## config.mk

```make
export PLATFORM = sky130hd
export DESIGN_NAME = pcm_voice
export DESIGN_NICKNAME = d
export VERILOG_FILES = /design/src/rtl/pcm_voice_pkg.sv /design/src/rtl/pcm_voice_regs.sv /design/src/rtl/pcm_voice_fetch.sv /design/src/rtl/pcm_voice_scale.sv /design/src/rtl/pcm_voice.sv
export SDC_FILE = /design/constraint.sdc
export NUM_CORES = 1
export LEC_CHECK = 0
export ABC_AREA = 0
export BUFFER_PORTS_ARGS = -buffer_cell sky130_fd_sc_hd__buf_2
export CORE_AREA = 2 2 148 150
export CTS_CLUSTER_SIZE = 12
export DETAILED_ROUTE_END_ITERATION = 12
export DIE_AREA = 0 0 150 152
export GPL_ROUTABILITY_DRIVEN = 0
export PLACE_DENSITY = 0.83
export RECOVER_POWER = 50
export SYNTH_ARGS = -nofsm -noshare
export SYNTH_HDL_FRONTEND = slang
export SYNTH_SLANG_ARGS = --single-unit
```

## constraint.sdc

```tcl
create_clock -name clk_i -period 12.7 [get_ports clk_i]
set_clock_uncertainty 0.05 [all_clocks]
set_input_delay 1.905 -clock clk_i [delete_from_list [all_inputs] [get_ports clk_i]]
set_output_delay 1.905 -clock clk_i [all_outputs]
set_load 0.005 [all_outputs]
```

## src/rtl/pcm_voice_pkg.sv

```systemverilog
package pcm_voice_pkg;
  localparam int WORD_W = 16;
  localparam int BYTE_W = 8;
  localparam int MAG_W  = 7;
  localparam int ENV_W  = 8;
  localparam int PAN_W  = 4;

  localparam logic [2:0] A_ENV     = 3'd0;
  localparam logic [2:0] A_PAN     = 3'd1;
  localparam logic [2:0] A_STEP_LO = 3'd2;
  localparam logic [2:0] A_STEP_HI = 3'd3;
  localparam logic [2:0] A_LOOP_LO = 3'd4;
  localparam logic [2:0] A_LOOP_HI = 3'd5;
  localparam logic [2:0] A_CTRL    = 3'd6;

  localparam int CTRL_KEY_BIT  = 7;
  localparam int CTRL_LOOP_BIT = 6;

  localparam logic [BYTE_W-1:0] END_MARK = 8'hFF;

  typedef enum logic [1:0] {
    S_IDLE,
    S_FETCH,
    S_RELOAD
  } fetch_st_e;
endpackage

```

## src/rtl/pcm_voice_regs.sv

```systemverilog
module pcm_voice_regs
  import pcm_voice_pkg::*;
(
  input  logic              clk_i,
  input  logic              rst_ni,
  input  logic              we_i,
  input  logic [2:0]        addr_i,
  input  logic [BYTE_W-1:0] wdata_i,
  output logic [ENV_W-1:0]  env_o,
  output logic [BYTE_W-1:0] pan_o,
  output logic [WORD_W-1:0] step_o,
  output logic [WORD_W-1:0] loop_o,
  output logic              key_on_o,
  output logic              loop_en_o,
  output logic              key_rise_o
);
  logic key_d;

  always_ff @(posedge clk_i or negedge rst_ni) begin
    if (!rst_ni) begin
      env_o     <= '0;
      pan_o     <= '0;
      step_o    <= '0;
      loop_o    <= '0;
      key_on_o  <= 1'b0;
      loop_en_o <= 1'b0;
      key_d     <= 1'b0;
    end else begin
      key_d <= key_on_o;
      if (we_i) begin
        case (addr_i)
          A_ENV:     env_o                  <= wdata_i;
          A_PAN:     pan_o                  <= wdata_i;
          A_STEP_LO: step_o[BYTE_W-1:0]     <= wdata_i;
          A_STEP_HI: step_o[WORD_W-1:BYTE_W] <= wdata_i;
          A_LOOP_LO: loop_o[BYTE_W-1:0]     <= wdata_i;
          A_LOOP_HI: loop_o[WORD_W-1:BYTE_W] <= wdata_i;
          A_CTRL: begin
            key_on_o  <= wdata_i[CTRL_KEY_BIT];
            loop_en_o <= wdata_i[CTRL_LOOP_BIT];
          end
          default: ;
        endcase
      end
    end
  end

  assign key_rise_o = key_on_o & ~key_d;
endmodule

```

## src/rtl/pcm_voice_fetch.sv

```systemverilog
module pcm_voice_fetch
  import pcm_voice_pkg::*;
#(
  parameter int FRAC_W = 11
) (
  input  logic              clk_i,
  input  logic              rst_ni,
  input  logic              tick_i,
  input  logic              key_on_i,
  input  logic              key_rise_i,
  input  logic              loop_en_i,
  input  logic [WORD_W-1:0] step_i,
  input  logic [WORD_W-1:0] loop_i,
  input  logic [BYTE_W-1:0] mem_data_i,
  output logic              mem_rd_o,
  output logic [WORD_W-1:0] mem_addr_o,
  output logic              load_o,
  output logic              silent_o
);
  localparam int ACC_W = WORD_W + FRAC_W;

  fetch_st_e        st_q, st_d;
  logic [ACC_W-1:0] acc_q, acc_d;
  logic [ACC_W-1:0] step_ext, loop_full;
  logic             is_mark;

  assign step_ext  = ACC_W'(step_i);
  assign loop_full = {loop_i, {FRAC_W{1'b0}}};
  assign is_mark   = (mem_data_i == END_MARK);

  always_comb begin
    st_d       = st_q;
    acc_d      = acc_q;
    mem_rd_o   = 1'b0;
    mem_addr_o = acc_q[ACC_W-1:FRAC_W];
    load_o     = 1'b0;
    silent_o   = 1'b0;
    if (!key_on_i) begin
      st_d = S_IDLE;
    end else if (key_rise_i) begin
      st_d  = S_IDLE;
      acc_d = loop_full;
    end else begin
      case (st_q)
        S_IDLE: if (tick_i) begin
          mem_rd_o = 1'b1;
          st_d     = S_FETCH;
        end
        S_FETCH: begin
          if (is_mark && loop_en_i) begin
            // reload in the same slot
            mem_rd_o   = 1'b1;
            mem_addr_o = loop_i;
            acc_d      = loop_full;
            st_d       = S_RELOAD;
          end else if (is_mark) begin
            silent_o = 1'b1;
            st_d     = S_IDLE;
          end else begin
            load_o = 1'b1;
            acc_d  = acc_q + step_ext;
            st_d   = S_IDLE;
          end
        end
        S_RELOAD: begin
          st_d = S_IDLE;
          if (is_mark) begin
            silent_o = 1'b1;
          end else begin
            load_o = 1'b1;
            acc_d  = acc_q + step_ext;
          end
        end
        default: st_d = S_IDLE;
      endcase
    end
  end

  always_ff @(posedge clk_i or negedge rst_ni) begin
    if (!rst_ni) begin
      st_q  <= S_IDLE;
      acc_q <= '0;
    end else begin
      st_q  <= st_d;
      acc_q <= acc_d;
    end
  end


  key_load_chk: assert property (@(posedge clk_i) disable iff (!rst_ni)
    key_rise_i |=> acc_q == {$past(loop_i), {FRAC_W{1'b0}}});


  mark_reload_chk: assert property (@(posedge clk_i) disable iff (!rst_ni)
    (st_q == S_FETCH && key_on_i && !key_rise_i && loop_en_i && mem_data_i == END_MARK)
    |=> (st_q == S_RELOAD && acc_q == {$past(loop_i), {FRAC_W{1'b0}}}));


  no_loop_hold_chk: assert property (@(posedge clk_i) disable iff (!rst_ni)
    (st_q == S_FETCH && key_on_i && !key_rise_i && !loop_en_i && mem_data_i == END_MARK)
    |=> (st_q == S_IDLE && $stable(acc_q)));
endmodule

```

## src/rtl/pcm_voice_scale.sv

```systemverilog
module pcm_voice_scale
  import pcm_voice_pkg::*;
#(
  parameter int SHIFT = 5,
  localparam int PROD_W = MAG_W + ENV_W + PAN_W,
  localparam int SC_W   = PROD_W - SHIFT,
  localparam int OUT_W  = SC_W + 1
) (
  input  logic                    clk_i,
  input  logic                    rst_ni,
  input  logic                    key_on_i,
  input  logic                    load_i,
  input  logic                    silent_i,
  input  logic [BYTE_W-1:0]       sample_i,
  input  logic [ENV_W-1:0]        env_i,
  input  logic [BYTE_W-1:0]       pan_i,
  output logic signed [OUT_W-1:0] left_o,
  output logic signed [OUT_W-1:0] right_o,
  output logic                    valid_o
);
  localparam int MAX_OUT = (((1 << MAG_W) - 1) * ((1 << ENV_W) - 1) * ((1 << PAN_W) - 1)) >> SHIFT;

  logic signed [OUT_W-1:0] lane [2];

  for (genvar ch = 0; ch < 2; ch++) begin : g_lane
    logic [PAN_W-1:0]  gain;
    logic [PROD_W-1:0] prod;
    logic [SC_W-1:0]   mag_sc;
    assign gain   = pan_i[ch*PAN_W +: PAN_W];
    assign prod   = PROD_W'(sample_i[MAG_W-1:0]) * PROD_W'(env_i) * PROD_W'(gain);
    assign mag_sc = prod[PROD_W-1:SHIFT];
    assign lane[ch] = sample_i[MAG_W] ? $signed({1'b0, mag_sc}) : -$signed({1'b0, mag_sc});
  end

  always_ff @(posedge clk_i or negedge rst_ni) begin
    if (!rst_ni) begin
      left_o  <= '0;
      right_o <= '0;
      valid_o <= 1'b0;
    end else if (!key_on_i) begin
      left_o  <= '0;
      right_o <= '0;
      valid_o <= 1'b0;
    end else begin
      valid_o <= load_i | silent_i;
      if (load_i) begin
        left_o  <= lane[0];
        right_o <= lane[1];
      end else if (silent_i) begin
        left_o  <= '0;
        right_o <= '0;
      end
    end
  end


  keyoff_quiet_chk: assert property (@(posedge clk_i) disable iff (!rst_ni)
    !key_on_i |=> (left_o == '0 && right_o == '0 && !valid_o));


  out_bound_chk: assert property (@(posedge clk_i) disable iff (!rst_ni)
    valid_o |-> (int'(left_o) <= MAX_OUT && int'(left_o) >= -MAX_OUT &&
                 int'(right_o) <= MAX_OUT && int'(right_o) >= -MAX_OUT));


  out_hold_chk: assert property (@(posedge clk_i) disable iff (!rst_ni)
    (key_on_i && !load_i && !silent_i) |=> ($stable(left_o) && $stable(right_o)));
endmodule

```

## src/rtl/pcm_voice.sv

```systemverilog
module pcm_voice
  import pcm_voice_pkg::*;
#(
  parameter int FRAC_W = 11,
  parameter int SHIFT  = 5,
  localparam int OUT_W = MAG_W + ENV_W + PAN_W - SHIFT + 1
) (
  input  logic                    clk_i,
  input  logic                    rst_ni,
  input  logic                    reg_we_i,
  input  logic [2:0]              reg_addr_i,
  input  logic [BYTE_W-1:0]       reg_wdata_i,
  input  logic                    tick_i,
  output logic                    mem_rd_o,
  output logic [WORD_W-1:0]       mem_addr_o,
  input  logic [BYTE_W-1:0]       mem_data_i,
  output logic signed [OUT_W-1:0] left_o,
  output logic signed [OUT_W-1:0] right_o,
  output logic                    valid_o
);
  logic [ENV_W-1:0]  env;
  logic [BYTE_W-1:0] pan;
  logic [WORD_W-1:0] step, loop_start;
  logic              key_on, loop_en, key_rise;
  logic              load, silent;

  pcm_voice_regs i_regs (
    .clk_i      (clk_i),
    .rst_ni     (rst_ni),
    .we_i       (reg_we_i),
    .addr_i     (reg_addr_i),
    .wdata_i    (reg_wdata_i),
    .env_o      (env),
    .pan_o      (pan),
    .step_o     (step),
    .loop_o     (loop_start),
    .key_on_o   (key_on),
    .loop_en_o  (loop_en),
    .key_rise_o (key_rise)
  );

  pcm_voice_fetch #(.FRAC_W(FRAC_W)) i_fetch (
    .clk_i      (clk_i),
    .rst_ni     (rst_ni),
    .tick_i     (tick_i),
    .key_on_i   (key_on),
    .key_rise_i (key_rise),
    .loop_en_i  (loop_en),
    .step_i     (step),
    .loop_i     (loop_start),
    .mem_data_i (mem_data_i),
    .mem_rd_o   (mem_rd_o),
    .mem_addr_o (mem_addr_o),
    .load_o     (load),
    .silent_o   (silent)
  );

  pcm_voice_scale #(.SHIFT(SHIFT)) i_scale (
    .clk_i    (clk_i),
    .rst_ni   (rst_ni),
    .key_on_i (key_on),
    .load_i   (load),
    .silent_i (silent),
    .sample_i (mem_data_i),
    .env_i    (env),
    .pan_i    (pan),
    .left_o   (left_o),
    .right_o  (right_o),
    .valid_o  (valid_o)
  );
endmodule

```

* Word level (Yosys, flattened, before mapping)
Index checks and enable logic that the tools add are counted.
Widths: inputs -> output; s select.
** Word-level totals
- Bits in registers :: 111
- Latch bits :: 0
- Bits in writable memories :: 0
- Memory bits (read-only) :: 0
- Logic and storage cells :: 82
- Memories :: 0
** Operators by class
- $add $sub $neg :: 3
- Multipliers :: 3
- Div/mod/pow operators :: 0
- Order comparisons :: 0
- Eq/ne operators :: 11
- Shift operators :: 0
- Multiplexer cells :: 36
- Bitwise gates (word level) :: 3
- Reduce and logical (&&, ||, !) cells :: 12
** Operator list (count)
- $mux 15 :: 7
- $mux 27 :: 3
- $mux 16 :: 4
- $pmux 27 s2 :: 1
- $mul 15x4->19 :: 2
- $neg 14->15 :: 2
- $add 27x16->27 :: 1
- $reduce_and 2->1 :: 8
- $mul 7x8->15 :: 1
- $mux 1 :: 13
- $eq 3x3->1 const B :: 3
- $eq 8x8->1 const B :: 1
- $mux 2 :: 4
- $eq 3x2->1 const B :: 2
- $pmux 1 s2 :: 3
- $ne 4x3->1 const B :: 1
- $pmux 2 s2 :: 1
- $eq 3x1->1 const B :: 1
- $logic_not 3->1 :: 1
- $ne 3x1->1 const B :: 1
- $reduce_bool 3->1 :: 1
- $eq 2x1->1 const B :: 1
- $eq 2x2->1 const B :: 1
- $logic_not 2->1 :: 1
- other kinds (4) :: 4

* Logic depth before layout (Yosys ltp)
Gate-level depths: netlist of the first run.
- Depth in word-level cells :: 9
- Mapped depth :: 32
- Depth with buffers taken out :: 31

* Hierarchy
Synthesis of the first run repeated with hierarchy kept, for this count alone.
** Unflattened totals
- Cells, all modules :: 1311
- Area, all modules :: 11965.2 µm²
** By module, submodules not included
- pcm_voice_scale :: times used 1, cells each 900, area an instance 7455.9 µm², seq. area each 775.7 µm²
- pcm_voice_fetch :: times used 1, cells each 298, area an instance 2543.7 µm², seq. area each 725.7 µm²
- pcm_voice_regs :: times used 1, cells each 113, area an instance 1965.6 µm², seq. area each 1276.2 µm²

* Worst setup path after synthesis of the first run
Ideal clock, no wire load.
- Kind :: input to register
- Start point :: in mem_data_i[1]
- End point :: reg i_scale.left_o[13]
- Library setup time :: 0.130 ns
- Arrival :: 8.726 ns
- Data required time :: 12.520 ns
- Slack :: 3.794 ns
- Stages :: 31
- Path through :: and2_1 fa_1 inv_1 fa_1 inv_1 fa_1 inv_1 fa_1 inv_1 ha_1 a21boi_0 o21a_1 o21ai_1 nand2_1 a21oi_1 xnor2_1 and2_1 fa_1 inv_1 fa_1 inv_1 ha_1 a21o_1 a21o_1 or3_1 o2bb2ai_1 o21ai_0 xnor2_1 a41oi_1 xnor2_1 o21ai_1
** Between the ends
- Word-level cells in the longest chain between the ends :: 8
- Elaborated cells between the ends (all ways) :: 19
** Ends and longest elaborated chain
- start: declaration :: line pcm_voice.sv:16 : input logic [BYTE_W-1:0] mem_data_i,
- parallel branches: the longest is 8 deep, another holds $mul 15x4->19
- end signal: assignment :: line pcm_voice_scale.sv:47 : left_o <= lane[0];
- end: declaration :: line pcm_voice_scale.sv:17 : output logic signed [OUT_W-1:0] left_o,
Several ways; the timed one is not identified.
A chain may end at the register's enable or synchronous reset.

* Worst setup path in the final report of the first run
Ends and elaborated chain as after synthesis.

==> results of run 1 <==
-- metal layers --
layer	vias up	part of all wire, %
li1	4465	-
met1	4548	44
met2	268	49
met3	52	5.3
met4	0	2.4
met5	-	0
-- kinds of logic after synthesis --
logic type	synth area share (%)
mux	6.91
compound gates	15.1
fa+ha+maj	24.4
simple gates	17.8
buf+inv	6.06
xor+xnor	5.63
flops	24.1
-- layout by cell type, fill, tap and decap left out, drive strengths merged, types with 5 or more instances in the layout --
cell / Yosys / routed
a31oi: 13 / 13
nand2b: 12 / 12
inv: 139 / 141
or3: 9 / 9
a211oi: 12 / 12
dfrtp: 111 / 111
and3: 22 / 22
buf: 8 / 53
o22ai: 8 / 8
a21o: 18 / 18
xor2: 23 / 23
o21a: 7 / 7
xnor2: 51 / 51
nor2b: 5 / 5
nand3: 26 / 26
mux2: 66 / 66
and2: 104 / 104
o21bai: 8 / 8
a311oi: 11 / 11
ha: 97 / 97
nand4: 9 / 9
nor2: 59 / 59
clkinv: 0 / 5
fa: 80 / 80
o31ai: 7 / 7
nand2: 125 / 125
clkbuf: 33 / 33
a21oi: 71 / 71
o211ai: 9 / 9
nor3: 13 / 13
o21ai: 66 / 66
-- area by class of cell --
type | count | share of cell area (%)
multi-input cells | 985 | 65.0
flip-flops and latches | 111 | 22.4
inverters | 139 | 4.22
repair buffers | 77 | 2.94
well taps | 280 | 2.83
clock buffers | 9 | 1.82
clock inverters | 7 | 0.708
-- final timing paths --
check                      slack (ns)          startpoint                 end
max                              3.23       mem_data_i[1]  i_scale.left_o[13]
max reg2reg                      4.37     i_regs.env_o[5]  i_scale.left_o[13]
min reg2reg                      0.43  i_scale.right_o[3]  i_scale.right_o[3]
min                              0.43  i_scale.right_o[3]  i_scale.right_o[3]
min in group asynchronous        1.99              rst_ni   i_fetch.acc_q[22]
max in group asynchronous        5.95              rst_ni    i_fetch.acc_q[9]
-- state kept, by name, indices dropped and copies added (netlist names) --
register	count
i_scale.valid_o	1
i_regs.env_o	8
i_scale.left_o	15
i_fetch.acc_q	27
i_scale.right_o	15
i_regs.key_d	1
i_regs.loop_en_o	1
i_regs.step_o	16
i_regs.pan_o	8
i_regs.loop_o	16
i_fetch.st_q	2
i_regs.key_on_o	1
-- per-stage QoR --
| stage | cell area [um^2] | instances | hold slack [ns] | util [%] |
|---|---|---|---|---|
| 2_1_floorplan | 11500 | 1276 | 0.372 | - |
| 3_3_place_gp | 12100 | 1592 | 0.407 | 56.7 |
| 3_5_place_dp | 12100 | 1592 | 0.411 | 56.7 |
| 4_1_cts | 12400 | 1608 | 0.430 | 58.2 |
| 5_1_grt | 12400 | 1608 | 0.457 | 58.0 |
| 6_report | 12400 | 1608 | 0.428 | 58.0 |
-- worst max-delay path: cells and delay by family --
kind | cells | cell delay [ns]
AOI/OAI and AO/OA | 10 | 2.09
xor gates and xnor gates | 3 | 0.68
and+or+nand+nor | 4 | 0.80
buffers and inverters | 7 | 0.45
adders and majority gates | 8 | 3.69
==> impl_metrics.ini, run 1 <==
[status]
outcome = finished, violations left
violations = max-capacitance violations, max-slew violations

[route]
dr.pass1.iters = 6
drtIter0Drc = 635
drt_drc_violations_left = 0
drtAntennaViolNets = 0
vias = 9333
post_drt_via_cell_ratio = 5.80
wl_per_cell_um = 16.2
finalWirelength_mm = 26.1

[finish]
antenna_cells = 0
multi_input_area_mm2 = 0.00805
regArea_mm2 = 0.00278
area_delta_synth_final_pct = 7.44
fin_nets = 1523
num-fill-cells = 1830
drive_gt1_share_pct = 11.7

[placed_design]
pre_cts_ws_ns = 2.90
port_buffers = 70
place_hpwl_mm = 19.9

[yosys]
syn_area_per_cell_um2 = 9.03
async_reset_ff_share_pct = 100
synthCells = 1276
synth_seq_cells = 111
synth.area.top_cells = dfrtp_1 (24%), fa_1 (14%), ha_1 (11%)
synth_nets = 1476
synth_top_area_share_pct = 24.1
synth_cell_types = 68
yosys_warnings = 0
synth-edff-count = 0
synth_most_common_cell = inv_1
ys_seq_area_share_pct = 24.1
netlist_area_mm2 = 0.0115
synthFlopType = dfrtp_1
yosys.area.top_type = dfrtp_1
yosys-top-cells-count = inv_1 (139), nand2_1 (125), dfrtp_1 (111)

[timing]
period_needed_ns = 9.47
finalHoldViolCount = 0
period_share_pct = 74.6
fmax_mhz = 106
final-setup-viol-count = 0
max_slew_margin_pct = -171
slew_viol_final = 114
rsz0062_at_grt = false
setup_ws_ns = 3.23
setup-tns-final_ns = 0
tightest_slew_ns = 4.07

[worst_setup_path]
critPathCaptureType = flip-flop
start_kind = primary input
cp.arrival_ns = 9.64
cp.required_ns = 12.87
crit_fanout = 9
crit_type = primary input to flip-flop
critPathMaxStageDelay_ns = 0.54
reg2regPathDepth = 31
crit_slowest_cell = fa_1

[floorplanning]
initial_core_util_pct = 54.0
core_mm2 = 0.0214
io_pins = 71
die_h_um = 152
rows = 54
dieArea_mm2 = 0.0228
die_width_um = 150

[clock_network]
cts_root_buffer = clkbuf_16
cts_resized = 0
path_clk_slew_ns = 0.08
ctsLongestPathBuffers = 2
ctsHoldBuffers = 0
cts_num_sinks = 111
cts_setup_buffers = 0
clkLatencyLatePin_ns = 0.38
tritoncts = built
cts_buffers = 9
h-tree-depth = 3

[global_route]
grt_remaining_overflow = 0
met1_usage_pct = 31.6
grt_max_degree = 78
gr-max-usage-layer = met2
grt_use_met3_pct = 3.45
grt_pass1_wl_mm = 44.5
grt_pass1_vias = 9209
antenna_found_initial = 0
grt_util_met2_pct = 39.5
track_usage_pct = 23.7

[min_path]
hold_depth = 2
min_path_type = flip-flop to flip-flop

[job]
drv_cap = 2
Power of run 1 is left out: the tool's default activity adds up to more than one toggle a clock period on the data nets, which glitch-free logic cannot reach.
==> inputs of run 2 (changes only) <==
--- a/config.mk
+++ b/config.mk
@@ -5,14 +5,14 @@
 export SDC_FILE = /design/constraint.sdc
 export NUM_CORES = 1
 export LEC_CHECK = 0
-export ABC_AREA = 0
+export ABC_AREA = 1
 export BUFFER_PORTS_ARGS = -buffer_cell sky130_fd_sc_hd__buf_2
-export CORE_AREA = 2 2 148 150
+export CORE_AREA = 2 2 153 155
 export CTS_CLUSTER_SIZE = 12
 export DETAILED_ROUTE_END_ITERATION = 12
-export DIE_AREA = 0 0 150 152
+export DIE_AREA = 0 0 155 157
 export GPL_ROUTABILITY_DRIVEN = 0
-export PLACE_DENSITY = 0.83
+export PLACE_DENSITY = 0.85
 export RECOVER_POWER = 50
 export SYNTH_ARGS = -nofsm -noshare
 export SYNTH_HDL_FRONTEND = slang
==> constraint.sdc (replaced) <==
create_clock -name clk_i -period 8.5 [get_ports clk_i]
set_clock_uncertainty 0.05 [all_clocks]
set_input_delay 1.275 -clock clk_i [delete_from_list [all_inputs] [get_ports clk_i]]
set_output_delay 1.275 -clock clk_i [all_outputs]
set_load 0.005 [all_outputs]
==> impl_metrics.ini, run 2 <==
[floorplanning]
dieArea_mm2 = 0.0243
rows = 55
core_mm2 = 0.0225
io_pins = 71
die_h_um = 157
die_width_um = 155
initial_core_util_pct = 54.4

[status]
violations = max-capacitance violations, max-slew violations
outcome = finished, violations left

[finish]
final_common_cell = nand2_1
area_delta_synth_final_pct = 7.14
top_register = i_fetch.acc_q
most-common-layout-cells = nand2_1 (490), inv_1 (312), nor2_1 (155)
fin_nets = 2014
num-fill-cells = 2044
drive_gt1_share_pct = 8.25
largest_reg_flops = 27
largest_registers = i_fetch.acc_q: 27 flops, i_regs.loop_o: 16 flops, i_regs.step_o: 16 flops
antenna_cells = 0

[timing]
final-setup-viol-count = 0
rsz0062_at_grt = false
period_needed_ns = 8.08
tightest_slew_ns = 3.12
max_slew_margin_pct = -108
period_share_pct = 95.1
fmax_mhz = 124
setup-tns-final_ns = 0
slew_viol_final = 58
hold_ws_ns = 0.426
finalHoldViolCount = 0
setup_ws_ns = 0.416

[yosys]
synth_most_common_cell = nand2_1
yosys-top-cells-count = nand2_1 (490), inv_1 (312), nor2_1 (155)
synth_top_area_share_pct = 22.7
yosys_warnings = 0
synth.area.top_cells = dfrtp_1 (23%), nand2_1 (15%), fa_1 (13%)
synth_nets = 1972
synth_cell_types = 47
netlist_area_mm2 = 0.0122
synth-edff-count = 0
synth_seq_cells = 111
synthFlopType = dfrtp_1
synthCells = 1772
syn_area_per_cell_um2 = 6.91
ys_seq_area_share_pct = 22.7
yosys.area.top_type = dfrtp_1
async_reset_ff_share_pct = 100

[route]
dr.pass1.iters = 6
vias = 11600
wl_per_cell_um = 14.4
finalWirelength_mm = 30.4
drtIter0Drc = 1054
post_drt_via_cell_ratio = 5.49
drtAntennaViolNets = 0
drt_drc_violations_left = 0

[global_route]
grt_remaining_overflow = 0
track_usage_pct = 25.6
grt_pass1_vias = 11000
antenna_found_initial = 0
grt_max_degree = 58
grt_pass1_wl_mm = 51.1

[job]
drv_cap = 1

[worst_setup_path]
cp.required_ns = 8.71
critPathMostFrequentCell = inv_1
crit_fanout = 9
crit_buf_inv = 10
crit_slowest_cell = fa_1
crit_family = adder cells
r2r_slack_ns = 0.90
critPathCaptureType = flip-flop
cp.arrival_ns = 8.30
critPathMaxStageDelay_ns = 0.54
crit_type = primary input to flip-flop
start_kind = primary input

[min_path]
min_path_type = flip-flop to flip-flop

[clock_network]
cts_buffers = 9
clkLatencyLatePin_ns = 0.37
ctsLongestPathBuffers = 2
tritoncts = built
cts_root_buffer = clkbuf_16
h-tree-depth = 3
cts_num_sinks = 111
path_clk_slew_ns = 0.08

[placed_design]
port_buffers = 70
pre_cts_ws_ns = 0.0690
place_hpwl_mm = 23.7
-- run 2: changes by cell type after synthesis, sizes merged, moves of 14 or more --
cell / delta
o21ai: +75
nand3: +64
nand2: +395
and2: -104
xnor2: -39
and3: -22
a21oi: +22
mux2: -66
inv: +179
buf: +15
a21o: -14
nor2: +109
-- run 2: layout make-up --
type / count / area [um^2] / area share (%)
Timing Repair Buffer: 79 / 395 / 3.01
Clock inverter: 7 / 100 / 0.763
Clock buffer: 9 / 225 / 1.72
Tap cell: 285 / 357 / 2.72
Sequential cell: 111 / 2780 / 21.2
Multi-Input combinational cell: 1291 / 8060 / 61.4
Inverter: 322 / 1210 / 9.21
-- run 2: tightest hold or removal path, cell delays in order (launching register included) --
cell	delay [ns]
dfrtp_1	0.34
nand2_1	0.05
nand2_1	0.05
-- run 2: layer usage --
layer,GRT usage [%],wire length [um],share of wire [%],vias to the layer above
li1,-,-,-,5609
met1,33.7,13200,44,5408
met2,44.0,14500,48,472
met3,3.83,1980,6.5,62
met4,7.05,656,2.2,0
met5,0,0,0,-
-- run 2: logic make-up (layout without fill, tap and decap cells) --
family	Yosys count	in the layout	synth area share, %
adder cells (fa/ha/maj)	177	177	23.0
buffers and inverters	370	417	11.7
AO/OA/AOI/OAI	268	268	11.8
flip-flops	111	111	22.7
XOR/XNOR	29	29	2.26
AND/OR/NAND/NOR	817	817	28.5
-- run 2: worst paths after layout --
path                                     from                  to  depth (start not counted)
min reg2reg                i_scale.right_o[4]  i_scale.right_o[4]                          2
min in group asynchronous              rst_ni   i_fetch.acc_q[11]                          1
max in group asynchronous              rst_ni   i_regs.loop_o[13]                          2
max reg2reg                   i_regs.env_o[5]  i_scale.left_o[11]                         36
max                             mem_data_i[1]  i_scale.left_o[11]                         37
min                        i_scale.right_o[4]  i_scale.right_o[4]                          2
-- run 2: metrics by stage --
stage | util, % | cell area (um^2) | std cells
after floorplan | - | 12200 | 1772
after global placement | 56.8 | 12800 | 2086
after detailed placement | 56.8 | 12800 | 2086
after CTS | 58.3 | 13100 | 2102
after global routing | 58.3 | 13100 | 2104
final | 58.3 | 13100 | 2104
-- run 2: timing repair --
action,4_1_cts,5_1_grt
hold buffers,0,0
resized for setup,0,4
setup buffers,0,2
endpoints found under the setup margin,0,7
Power of run 2 is left out for the same reason.
==> inputs of run 3 (changes only) <==
--- a/config.mk
+++ b/config.mk
@@ -12,7 +12,7 @@
 export DETAILED_ROUTE_END_ITERATION = 12
 export DIE_AREA = 0 0 155 157
 export GPL_ROUTABILITY_DRIVEN = 0
-export PLACE_DENSITY = 0.85
+export PLACE_DENSITY = 0.82
 export RECOVER_POWER = 50
 export SYNTH_ARGS = -nofsm -noshare
 export SYNTH_HDL_FRONTEND = slang
==> constraint.sdc (replaced) <==
create_clock -name clk_i -period 9.74 [get_ports clk_i]
set_clock_uncertainty 0.05 [all_clocks]
set_input_delay 1.461 -clock clk_i [delete_from_list [all_inputs] [get_ports clk_i]]
set_output_delay 1.461 -clock clk_i [all_outputs]
set_load 0.005 [all_outputs]
==> impl_metrics.ini, run 3 (synthesis gave the netlist of run 2 again) <==
[status]
outcome = finished, violations left
violations = max-capacitance violations, max-slew violations

[finish]
final_util_pct = 57.9
largest_registers = i_fetch.acc_q: 27 flops, i_regs.loop_o: 16 flops, i_regs.step_o: 16 flops
area_delta_synth_final_pct = 6.50
fin_nets = 2008
final_cell_count_no_fill = 2098
final_common_cell = nand2_1
drive_gt1_share_pct = 7.78
most-common-layout-cells = nand2_1 (490), inv_1 (312), nor2_1 (155)
num-fill-cells = 2049
antenna_cells = 0
largest_reg_flops = 27
top_register = i_fetch.acc_q

[job]
drv_cap = 2

[worst_setup_path]
start_kind = primary input
crit_slowest_cell = fa_1
cp.arrival_ns = 8.41
critPathCaptureType = flip-flop
reg2regPathDepth = 34
critPathMaxStageDelay_ns = 0.52
crit_fanout = 9
crit_type = primary input to flip-flop
critPathMostFrequentCell = nand2_1
cp.required_ns = 9.94

[timing]
period_share_pct = 84.3
rsz0062_at_grt = false
max_slew_margin_pct = -163
fmax_mhz = 122
final-setup-viol-count = 0
period_needed_ns = 8.21
setup-tns-final_ns = 0
setup_ws_ns = 1.53
slew_viol_final = 114
finalHoldViolCount = 0
tightest_slew_ns = 3.94

[floorplanning]
core_mm2 = 0.0225
die_width_um = 155
dieArea_mm2 = 0.0243
initial_core_util_pct = 54.4
rows = 55
die_h_um = 157
io_pins = 71

[clock_network]
cts_buffers = 9
cts_root_buffer = clkbuf_16
cts_setup_buffers = 0
h-tree-depth = 3
cts_resized = 0
clkLatencyLatePin_ns = 0.36
path_clk_slew_ns = 0.08
tritoncts = built
ctsLongestPathBuffers = 2
ctsHoldBuffers = 0
cts_num_sinks = 111

[route]
wl_per_cell_um = 13.9
vias = 11300
drtAntennaViolNets = 0
post_drt_via_cell_ratio = 5.39
drt_drc_violations_left = 0
drtIter0Drc = 872
dr.pass1.iters = 6
finalWirelength_mm = 29.1

[global_route]
grt_pass1_wl_mm = 49.8
grt_max_degree = 76
grt_pass1_vias = 10700
grt_remaining_overflow = 0
track_usage_pct = 24.8
antenna_found_initial = 0

[placed_design]
pre_cts_ws_ns = 1.17
port_buffers = 70
place_hpwl_mm = 23.0
dp.cells = 2082

[min_path]
hold_depth = 2
min_path_type = flip-flop to flip-flop
[run 3: cell count changes in the layout (fill, tap and decap cells not counted), moves of 2 or more]
cell / change
a21oi_2: -2
clkinv_8: -2
buf_4: -7
a21oi_1: +2
buf_2: +2
[run 3: area by class of cell]
class | instances | area (um^2) | area share, %
tap | 285 | 357 | 2.73
timing repair buffer | 73 | 349 | 2.68
multi-input combinational | 1291 | 8040 | 61.6
clock inverter | 6 | 72.6 | 0.557
inverter | 322 | 1210 | 9.27
clock buffer | 10 | 239 | 1.83
sequential | 111 | 2780 | 21.3
[run 3: final timing paths]
kind | start | to | slack, ns
min in group asynchronous | rst_ni | i_regs.step_o[11] | 1.56
hold / removal | i_scale.right_o[12] | i_scale.right_o[12] | 0.43
max in group asynchronous | rst_ni | i_scale.right_o[10] | 3.52
setup / recovery | mem_data_i[1] | i_scale.right_o[14] | 1.53
hold reg to reg | i_scale.right_o[12] | i_scale.right_o[12] | 0.43
setup reg to reg | i_regs.env_o[5] | i_scale.right_o[13] | 2.22
[run 3: routing by layer]
layer	vias up	wire (um)	global-route usage (%)
li1	5607	-	-
met3	48	1850	3.36
met4	0	516	6.39
met2	383	13500	41.0
met5	-	0	0
met1	5261	13300	34.6
[run 3: worst max-delay path, delay by kind of cell]
family,cells,cell delay [ns]
xor gates and xnor gates,2,0.67
buffers and inverters,7,0.45
AOI/OAI and AO/OA,7,1.23
and+or+nand+nor,11,0.89
adders and majority gates,8,3.71
[run 3: metrics by stage]
step / hold WS [ns] / cell area, um^2
after floorplan: 0.403 / 12200
after global placement: 0.408 / 12800
after detailed placement: 0.409 / 12800
after CTS: 0.431 / 13100
after global routing: 0.449 / 13000
final: 0.427 / 13000
Power of run 3 is left out for the same reason.
